### src/rtl/spi_slv_pkg.sv
package spi_slv_pkg;

  // leading edge leaves the idle level, trailing edge returns to it
  function automatic logic pick_lead(input logic cpol, input logic rise, input logic fall);
    return cpol ? fall : rise;
  endfunction

  // phase 0 captures on the leading edge, phase 1 on the trailing edge
  function automatic logic pick_capture(input logic cpha, input logic lead, input logic trail);
    return cpha ? trail : lead;
  endfunction

  function automatic logic pick_launch(input logic cpha, input logic lead, input logic trail);
    return cpha ? lead : trail;
  endfunction

endpackage

### src/rtl/spi_slv_sync.sv
module spi_slv_sync #(
  parameter int  W       = 1,
  parameter logic RST_VAL = 1'b0
) (
  input  logic         clk,
  input  logic         rst_n,
  input  logic [W-1:0] d_i,
  output logic [W-1:0] q_o
);
  logic [W-1:0] meta_q;
  logic [W-1:0] sync_q;

  always_ff @(posedge clk or negedge rst_n) begin
    if (!rst_n) begin
      meta_q <= {W{RST_VAL}};
      sync_q <= {W{RST_VAL}};
    end else begin
      meta_q <= d_i;
      sync_q <= meta_q;
    end
  end

  assign q_o = sync_q;
endmodule

### src/rtl/spi_slv_edges.sv
module spi_slv_edges
  import spi_slv_pkg::*;
(
  input  logic clk,
  input  logic rst_n,
  input  logic cpol,
  input  logic cpha,
  input  logic sck_s,
  input  logic ss_s,
  output logic capture_ev,
  output logic launch_ev,
  output logic ss_fall_ev,
  output logic ss_rise_ev
);
  logic sck_q;
  logic ss_q;
  logic sck_rise;
  logic sck_fall;
  logic lead_ev;
  logic trail_ev;

  always_ff @(posedge clk or negedge rst_n) begin
    if (!rst_n) begin
      sck_q <= 1'b0;
      ss_q  <= 1'b1;
    end else begin
      sck_q <= sck_s;
      ss_q  <= ss_s;
    end
  end

  assign sck_rise   = sck_s & ~sck_q;
  assign sck_fall   = ~sck_s & sck_q;
  assign lead_ev    = pick_lead(cpol, sck_rise, sck_fall);
  assign trail_ev   = pick_lead(~cpol, sck_rise, sck_fall);
  assign capture_ev = pick_capture(cpha, lead_ev, trail_ev);
  assign launch_ev  = pick_launch(cpha, lead_ev, trail_ev);
  assign ss_fall_ev = ss_q & ~ss_s;
  assign ss_rise_ev = ~ss_q & ss_s;
endmodule

### src/rtl/spi_slv_core.sv
module spi_slv_core #(
  parameter int BITS = 8,
  localparam int CW   = (BITS > 2) ? $clog2(BITS) : 1,
  localparam logic [CW-1:0] LAST = CW'(BITS - 1)
) (
  input  logic            clk,
  input  logic            rst_n,
  input  logic            cpha,
  input  logic            capture_ev,
  input  logic            launch_ev,
  input  logic            ss_fall_ev,
  input  logic            ss_rise_ev,
  input  logic            mosi_s,
  input  logic [BITS-1:0] tx_word,
  output logic            miso,
  output logic            byte_done_ev,
  output logic [BITS-1:0] byte_val,
  output logic            abort_ev,
  output logic [CW-1:0]   bit_cnt,
  output logic            armed
);
  logic [BITS-1:0] rx_sr;
  logic [BITS-1:0] tx_sr;
  logic            quiet;

  // no serial event is honoured in a cycle where select moves
  assign quiet        = ss_fall_ev | ss_rise_ev;
  assign byte_done_ev = armed & capture_ev & ~quiet & (bit_cnt == LAST);
  assign byte_val     = {rx_sr[BITS-2:0], mosi_s};
  assign abort_ev     = ss_rise_ev & armed & (bit_cnt != '0);
  assign miso         = tx_sr[BITS-1];

  always_ff @(posedge clk or negedge rst_n) begin
    if (!rst_n) begin
      armed   <= 1'b0;
      bit_cnt <= '0;
      rx_sr   <= '0;
      tx_sr   <= '0;
    end else if (ss_rise_ev) begin
      armed   <= 1'b0;
      bit_cnt <= '0;
    end else if (ss_fall_ev) begin
      armed   <= 1'b1;
      bit_cnt <= '0;
      if (!cpha) tx_sr <= tx_word;
    end else if (armed) begin
      if (capture_ev) begin
        rx_sr <= byte_val;
        if (bit_cnt == LAST) begin
          bit_cnt <= '0;
          if (!cpha) armed <= 1'b0;
        end else begin
          bit_cnt <= bit_cnt + 1'b1;
        end
      end
      if (launch_ev) begin
        if (cpha && bit_cnt == '0) tx_sr <= tx_word;
        else                       tx_sr <= {tx_sr[BITS-2:0], 1'b0};
      end
    end
  end
endmodule

### src/rtl/spi_slave_port.sv
module spi_slave_port #(
  parameter int BITS = 8,
  localparam int CW  = (BITS > 2) ? $clog2(BITS) : 1
) (
  input  logic            clk,
  input  logic            rst_n,
  input  logic            cfg_cpol,
  input  logic            cfg_cpha,
  input  logic            cfg_fault_en,
  input  logic            sck_i,
  input  logic            mosi_i,
  input  logic            ss_n_i,
  output logic            miso_o,
  output logic            miso_oe_o,
  input  logic [BITS-1:0] tx_data_i,
  input  logic            tx_load_i,
  output logic [BITS-1:0] rx_data_o,
  output logic            rx_full_o,
  input  logic            rx_read_i,
  output logic            ovr_o,
  input  logic            ovr_clr_i,
  output logic            modf_o,
  input  logic            modf_clr_i
);
  logic [1:0]      dat_s;
  logic            sck_s;
  logic            mosi_s;
  logic            ss_sync;
  logic            capture_ev;
  logic            launch_ev;
  logic            ss_fall_ev;
  logic            ss_rise_ev;
  logic            byte_done_ev;
  logic [BITS-1:0] byte_val;
  logic            abort_ev;
  logic [CW-1:0]   bit_cnt;
  logic            armed;
  logic [BITS-1:0] tx_hold;
  logic            full_eff;
  logic            accept_ev;
  logic            overrun_ev;
  logic            fault_ev;

  spi_slv_sync #(.W(2), .RST_VAL(1'b0)) u_sync_dat (
    .clk(clk), .rst_n(rst_n), .d_i({sck_i, mosi_i}), .q_o(dat_s)
  );
  assign sck_s  = dat_s[1];
  assign mosi_s = dat_s[0];

  spi_slv_sync #(.W(1), .RST_VAL(1'b1)) u_sync_ss (
    .clk(clk), .rst_n(rst_n), .d_i(ss_n_i), .q_o(ss_sync)
  );

  spi_slv_edges u_edges (
    .clk(clk), .rst_n(rst_n), .cpol(cfg_cpol), .cpha(cfg_cpha),
    .sck_s(sck_s), .ss_s(ss_sync),
    .capture_ev(capture_ev), .launch_ev(launch_ev),
    .ss_fall_ev(ss_fall_ev), .ss_rise_ev(ss_rise_ev)
  );

  spi_slv_core #(.BITS(BITS)) u_core (
    .clk(clk), .rst_n(rst_n), .cpha(cfg_cpha),
    .capture_ev(capture_ev), .launch_ev(launch_ev),
    .ss_fall_ev(ss_fall_ev), .ss_rise_ev(ss_rise_ev),
    .mosi_s(mosi_s), .tx_word(tx_hold),
    .miso(miso_o), .byte_done_ev(byte_done_ev), .byte_val(byte_val),
    .abort_ev(abort_ev), .bit_cnt(bit_cnt), .armed(armed)
  );

  assign miso_oe_o  = ~ss_sync;
  assign full_eff   = rx_full_o & ~rx_read_i;
  assign accept_ev  = byte_done_ev & ~full_eff;
  assign overrun_ev = byte_done_ev & full_eff;
  assign fault_ev   = abort_ev & cfg_fault_en;

  always_ff @(posedge clk or negedge rst_n) begin
    if (!rst_n) begin
      tx_hold   <= '0;
      rx_data_o <= '0;
      rx_full_o <= 1'b0;
      ovr_o     <= 1'b0;
      modf_o    <= 1'b0;
    end else begin
      if (tx_load_i) tx_hold <= tx_data_i;
      if (accept_ev) rx_data_o <= byte_val;
      rx_full_o <= accept_ev | full_eff;
      ovr_o     <= overrun_ev | (ovr_o & ~ovr_clr_i);
      modf_o    <= fault_ev | (modf_o & ~modf_clr_i);
    end
  end
endmodule

### config.mk
export PLATFORM = sky130hd
export DESIGN_NAME = spi_slave_port
export DESIGN_NICKNAME = d
export VERILOG_FILES = /design/src/rtl/spi_slv_pkg.sv /design/src/rtl/spi_slv_sync.sv /design/src/rtl/spi_slv_edges.sv /design/src/rtl/spi_slv_core.sv /design/src/rtl/spi_slave_port.sv
export SDC_FILE = /design/constraint.sdc
export NUM_CORES = 1
export LEC_CHECK = 0
export BUFFER_PORTS_ARGS = -buffer_cell sky130_fd_sc_hd__buf_2
export CAP_MARGIN = 20
export CORE_MARGIN = 8
export CORE_UTILIZATION = 44
export DETAILED_ROUTE_END_ITERATION = 7
export PLACE_DENSITY = 0.7
export SLEW_MARGIN = 5
export SYNTH_ARGS = -nofsm -noshare
export SYNTH_HDL_FRONTEND = slang
export SYNTH_SLANG_ARGS = --single-unit
### constraint.sdc
create_clock -name clk -period 3 [get_ports clk]
set_clock_uncertainty 0.1 [all_clocks]
set_input_delay 0.6 -clock clk [delete_from_list [all_inputs] [get_ports clk]]
set_output_delay 0.6 -clock clk [all_outputs]
set_load 0.03 [all_outputs]
==> results.sh, run 1 <==
export IMPL_cp_end_kind="flip-flop"
export IMPL_grt_first_pass_wirelength_um=6420
export IMPL_r2r_slack_ns=0.36
export IMPL_r2r_end="rx_data_o[0]"
export IMPL_critPathMaxFanout=9
export IMPL_placementRows=24
export IMPL_cts_resized_gates=0
export IMPL_antenna_found_initial=0
export IMPL_finalCriticalPeriod_ns=2.64
export IMPL_vias_per_cell=5.27
export IMPL_setup_viol=0
export IMPL_crit_end="rx_data_o[0]"
export IMPL_yosysWarnings=0
export IMPL_gp_congestion=0.803
export IMPL_drtAntennaViolNets=0
export IMPL_status="finished clean"
export IMPL_nets=201
export IMPL_htreeDepth=2
export IMPL_holdBufCountCts=0
export IMPL_crit_start="u_sync_ss.q_o"
export IMPL_cts_root_buf="clkbuf_8"
export IMPL_tns_ns=0
export IMPL_power_density_nw_per_um2=646
export IMPL_start_util_pct=46.1
export IMPL_critPathArrivalTime_ns=2.72
export IMPL_rsz0062_at_grt="false"
export IMPL_postCtsSetupRepairBufs=0
export IMPL_num_vias=1206
export IMPL_dieArea_um2=7020
export IMPL_area_delta_synth_final_pct=15.6
export IMPL_fin_util_pct=53.3
export IMPL_grt_pass1_vias=1352
export IMPL_wire_per_inst_um=15.8
export IMPL_grt_ovfl_total=0
export IMPL_cts_buffer_depth=2
export IMPL_drc=0
export IMPL_total_leakage_power_uw=0.00115
export IMPL_critPathKind="reg -> reg"
export IMPL_clk_latency_ns=0.29
export IMPL_track_usage_pct=11.4
export IMPL_slew_headroom_pct=65.1
export IMPL_reg2reg_from="u_sync_ss.q_o"
export IMPL_antenna_cells=0
export IMPL_hold_violations=0
export IMPL_cts_tree="yes"
export IMPL_cts_sinks=46
export IMPL_maxSlewViolCount=0
export IMPL_seq_area_frac_synth_pct=57.1
export IMPL_worstMarginPinSlew_ns=0.523
export IMPL_post_route_period_util_pct=88.0
export IMPL_grt_max_degree=47
export IMPL_numPortBuffers=32
export IMPL_boundaryPins=33
export IMPL_r2r_worst_path_cells=6
export IMPL_dr_pass1_iters=4
export IMPL_fp_dieW_um=83.8
export IMPL_hp_class="in -> async"
export IMPL_cap_violations=0
export IMPL_hold_ws_ns=0.0467
export IMPL_die_h_um=83.8
export IMPL_vdd_drop_max_v=0.000347
export IMPL_ys_ff_latch=46
export IMPL_ys_types=30
export IMPL_hpwl_um=2680
export IMPL_syn_area_um2=2020
export IMPL_dr_first_iter_drc_count=68
export IMPL_drive_above_1_share_pct=44.1
export IMPL_crit_required_ns=3.08
export IMPL_clkTransAtPathRegs_ns=0.08
export IMPL_avgSynthCellArea_um2=14.4
export IMPL_fmax_mhz=379
export IMPL_core_um2=4380
export IMPL_totalWireLength_um=3610
export IMPL_synth_nets=165
export IMPL_startpoint_type="flip-flop"
export IMPL_syn_inst=140
export IMPL_cts_made_buffers=5
## worst max-delay path, stage by stage (launching register included)
cell and delay [ns]:
dfstp_2 0.55, inv_1 0.05, ha_1 0.40, nand4b_1 0.18, mux2i_4 0.35, and3_1 0.56, mux2_4 0.35
## stage by stage
stage                     setup WS [ns]  cell area [µm²]  cells  total power [µW]
after floorplan                   0.613             2020    140              1040
after global placement            0.501             2230    220              1120
after global routing              0.160             2340    229              1610
after CTS                         0.354             2320    228              1530
final                             0.359             2340    229              1510
after detailed placement          0.372             2230    220              1150
## registers in the layout, indices dropped and copies added, names as in the netlist, 2 cells and up
signal	count
u_core.tx_sr	8
u_sync_dat.meta_q	2
u_core.bit_cnt	3
tx_hold	8
rx_data_o	8
u_sync_dat.q_o	2
u_core.rx_sr	7
## worst min path at each step
stage          cells past startpoint           endpoint  slack [ns]                  from
2_1_floorplan                      0             modf_o        0.20                 rst_n
3_3_place_gp                       0  u_sync_dat.q_o[0]        0.24  u_sync_dat.meta_q[0]
3_5_place_dp                       0  u_sync_dat.q_o[0]        0.24  u_sync_dat.meta_q[0]
4_1_cts                            0  u_sync_dat.q_o[0]        0.26  u_sync_dat.meta_q[0]
5_1_grt                            1             modf_o        0.03                 rst_n
6_report                           1             modf_o        0.05                 rst_n
## power breakdown
part           internal, µW  total, µW  leakage, µW  switching, µW
logic                   176        317     0.000520            141
clock network           186        375    0.0000482            189
registers               739        817     0.000579           77.3
total                  1100       1510      0.00115            408
## synth_stat cells, drive strengths merged
cell | number | area share (%)
o21bai | 1 | 0.37
nor2 | 2 | 0.37
nand4b | 3 | 1.3
a211o | 4 | 1.7
mux2 | 40 | 24
nand4bb | 1 | 0.56
inv | 6 | 1.1
buf | 2 | 0.80
nand3 | 5 | 1.2
a31oi | 1 | 0.31
ha | 5 | 3.1
nand2 | 3 | 0.56
o22ai | 2 | 0.62
nor3 | 1 | 0.25
dfrtp | 43 | 53
and3 | 3 | 0.93
xnor2 | 1 | 0.80
mux2i | 2 | 1.6
nand2b | 2 | 0.62
or2b | 1 | 0.37
nor2b | 2 | 0.62
clkbuf | 3 | 0.62
dfstp | 3 | 3.9
o311a | 1 | 0.50
a21oi | 3 | 0.74
## area by class of cell
class | count | area [µm²]
Sequential cell | 46 | 1150
Clock buffer | 7 | 86.3
Tap cell | 52 | 65.1
Clock inverter | 1 | 5.00
Inverter | 6 | 22.5
Timing Repair Buffer | 34 | 188
Fill cell | 395 | 2050
Multi-Input combinational cell | 83 | 816
## placed cells by master, fill, tap and decap left out
cell type  instances
nand2_1            3
o311a_1            1
o22ai_1            2
or2b_1             1
mux2_4             8
and3_1             3
a21oi_1            3
dfrtp_1           43
nand2b_1           2
nand4bb_1          1
buf_2             32
clkbuf_1           1
xnor2_2            1
mux2i_1            1
buf_12             1
ha_1               5
a211o_1            4
nor3_1             1
dfstp_2            3
nor2_1             2
mux2i_4            1
nor2b_1            2
nand3_1            5
o21bai_1           1
nand4b_1           3
clkinv_2           1
a31oi_1            1
buf_4              1
mux2_1             8
mux2_2            24
inv_1              6
clkbuf_8           6
## per-layer routing
metal / track usage, % / part of all wire [%]
met1: 13.3 / 46
met4: 5.81 / 2.2
met3: 4.49 / 4.7
met2: 17.7 / 47
met5: 0 / 0
## logic make-up (layout without fill, tap and decap cells)
| group | count (synthesis) | count (layout) | synth area share [%] |
|---|---|---|---|
| mux | 42 | 42 | 25.4 |
| flops | 46 | 46 | 57.1 |
| fa+ha+maj | 5 | 5 | 3.09 |
| xor+xnor | 1 | 1 | 0.805 |
| compound gates | 12 | 12 | 4.27 |
| simple gates | 23 | 23 | 6.81 |
| buf+inv | 11 | 48 | 2.54 |
Note: power is estimated with default switching activity, not from simulation.
==> run 2, diff against run 1 <==
--- a/config.mk
+++ b/config.mk
@@ -11,6 +11,7 @@
 export CORE_UTILIZATION = 44
 export DETAILED_ROUTE_END_ITERATION = 7
 export PLACE_DENSITY = 0.7
+export REMOVE_ABC_BUFFERS = 1
 export SLEW_MARGIN = 5
 export SYNTH_ARGS = -nofsm -noshare
 export SYNTH_HDL_FRONTEND = slang
==> run 2 against run 1 <==
  * Hold slack better by 0.21 ns
  * Die area is the same
  * Global-route usage shrank 0.84 points
  * Via count down 0.66%
  * Flip-flop and latch count unchanged
  * Final area is 1.4% lower
  * First-iteration DRC count fell by 44%
  * Critical path type unchanged
  * Critical endpoint unchanged
  * Largest cell class unchanged
  * Highest routed layer unchanged
==> results.sh, run 2 (synthesized netlist as in run 1, its figures left out) <==
export IMPL_clkTransAtPathRegs_ns=0.08
export IMPL_reg2reg_from="u_sync_ss.q_o"
export IMPL_slew_headroom_pct=34.7
export IMPL_cts_sinks=46
export IMPL_totalWireLength_um=3570
export IMPL_placementRows=24
export IMPL_holdBufCountCts=0
export IMPL_final_common_cell="dfrtp_1"
export IMPL_status="finished clean"
export IMPL_hold_depth=0
export IMPL_cts_root_buf="clkbuf_8"
export IMPL_use_met3_pct=4.10
export IMPL_top_regs="rx_data_o: 8 flops, tx_hold: 8 flops, u_core.tx_sr: 8 flops"
export IMPL_crit_path_cell_trace="inv_1, ha_1, nand4b_1, mux2i_4, and3_1, mux2_4"
export IMPL_fin_cells=227
export IMPL_hold_violations=0
export IMPL_antenna_cells=0
export IMPL_grt_ovfl_total=0
export IMPL_rsz0062_at_grt="false"
export IMPL_grtUsageMet1_pct=11.0
export IMPL_htreeDepth=2
export IMPL_core_um2=4380
export IMPL_cts_resized_gates=0
export IMPL_min_from="u_sync_ss.meta_q"
export IMPL_fin_area_um2=2300
export IMPL_nets=200
export IMPL_finalCriticalPeriod_ns=2.60
export IMPL_busiest_layer="met2"
export IMPL_cap_violations=0
export IMPL_dr_pass1_iters=4
export IMPL_antenna_found_initial=0
export IMPL_setup_viol=0
export IMPL_area_delta_synth_final_pct=14.0
export IMPL_track_usage_pct=10.5
export IMPL_vias_per_cell=5.28
export IMPL_critPathArrivalTime_ns=2.67
export IMPL_maxSlewViolCount=0
export IMPL_crit_required_ns=3.07
export IMPL_clk_latency_ns=0.29
export IMPL_die_h_um=83.8
export IMPL_vdd_drop_max_v=0.000419
export IMPL_r2r_slack_ns=0.40
export IMPL_cp_end_kind="flip-flop"
export IMPL_grt_first_pass_wirelength_um=6200
export IMPL_final_cell_mix="dfrtp_1, buf_2, mux2_2"
export IMPL_start_util_pct=46.1
export IMPL_dr_first_iter_drc_count=38
export IMPL_worstMarginPinSlew_ns=0.980
export IMPL_post_dp_cell_area_um2=2230
export IMPL_power_density_nw_per_um2=639
export IMPL_hpwl_um=2710
export IMPL_r2r_end="rx_data_o[0]"
export IMPL_drtAntennaViolNets=0
export IMPL_tns_ns=0
export IMPL_hp_class="reg -> reg"
export IMPL_drive_above_1_share_pct=44.0
export IMPL_grt_pass1_vias=1358
export IMPL_postCtsSetupRepairBufs=0
export IMPL_drc=0
export IMPL_grt_max_degree=47
export IMPL_wire_per_inst_um=15.7
export IMPL_dieArea_um2=7020
export IMPL_boundaryPins=33
export IMPL_hold_ws_ns=0.260
export IMPL_max_stage_delay_ns=0.55
export IMPL_placed_cells=220
export IMPL_numPortBuffers=32
export IMPL_num_vias=1198
export IMPL_cts_tree="yes"
export IMPL_r2r_worst_path_cells=6
export IMPL_cts_made_buffers=5
export IMPL_cts_buffer_depth=2
export IMPL_crit_path_top_delay_cell="dfstp_2"
export IMPL_fp_dieW_um=83.8
export IMPL_post_route_period_util_pct=86.7
export IMPL_fmax_mhz=384
export IMPL_total_leakage_power_uw=0.00113
export IMPL_critPathKind="reg -> reg"
export IMPL_gp_congestion=0.814
export IMPL_hold_path_endpoint="u_sync_ss.q_o"
export IMPL_met2_usage_pct=18.8
export IMPL_startpoint_type="flip-flop"
export IMPL_critPathMaxFanout=9
## run 2: changes by cell type in the layout (fill, tap and decap cells not counted), sizes merged
cell	change
buf	-1
clkinv	+1
clkbuf	-2
## run 2: power breakdown
part | total, µW | leakage [µW] | internal (µW) | switching (µW)
clock | 346 | 0.0000438 | 156 | 190
sequential | 816 | 0.000579 | 739 | 76.3
combinational | 312 | 0.000511 | 173 | 139
## run 2: critical path, delay by kind of cell (launching register included)
| kind | cells | cell delay (ns) |
|---|---|---|
| simple gates | 2 | 0.70 |
| mux | 2 | 0.67 |
| flops | 1 | 0.55 |
| fa+ha+maj | 1 | 0.41 |
| buf+inv | 1 | 0.05 |
## run 2: metal layers
layer	up-vias	wire length, µm
met5	-	0
met1	613	1470
met2	19	1910
met4	0	18
li1	564	-
met3	2	172
## run 2: layout make-up
cell class / count / area, µm²
Tap cell: 52 / 65.1
Inverter: 6 / 22.5
Multi-Input combinational cell: 83 / 816
Timing Repair Buffer: 33 / 168
Clock buffer: 5 / 68.8
Sequential cell: 46 / 1150
Clock inverter: 2 / 10.0
Fill cell: 386 / 2080
## run 2: worst max path at each step
stage | slack [ns] | to | startpoint | depth (start not counted)
after CTS | 0.38 | rx_data_o[0] | u_sync_ss.q_o | 6
after detailed placement | 0.41 | rx_data_o[2] | u_sync_ss.q_o | 6
after global routing | 0.26 | rx_data_o[0] | u_sync_ss.q_o | 6
final | 0.40 | rx_data_o[0] | u_sync_ss.q_o | 6
after global placement | 0.49 | rx_data_o[1] | u_sync_ss.q_o | 6
after floorplan | 0.47 | rx_data_o[0] | u_sync_ss.q_o | 6
## run 2: per-stage QoR
step	util [%]	total power, µW	worst slack [ns]
final	52.6	1470	0.398
after global routing	52.6	1570	0.257
after CTS	52.6	1500	0.383
after detailed placement	50.8	1150	0.407
after global placement	50.8	1120	0.493
after floorplan	-	1040	0.466
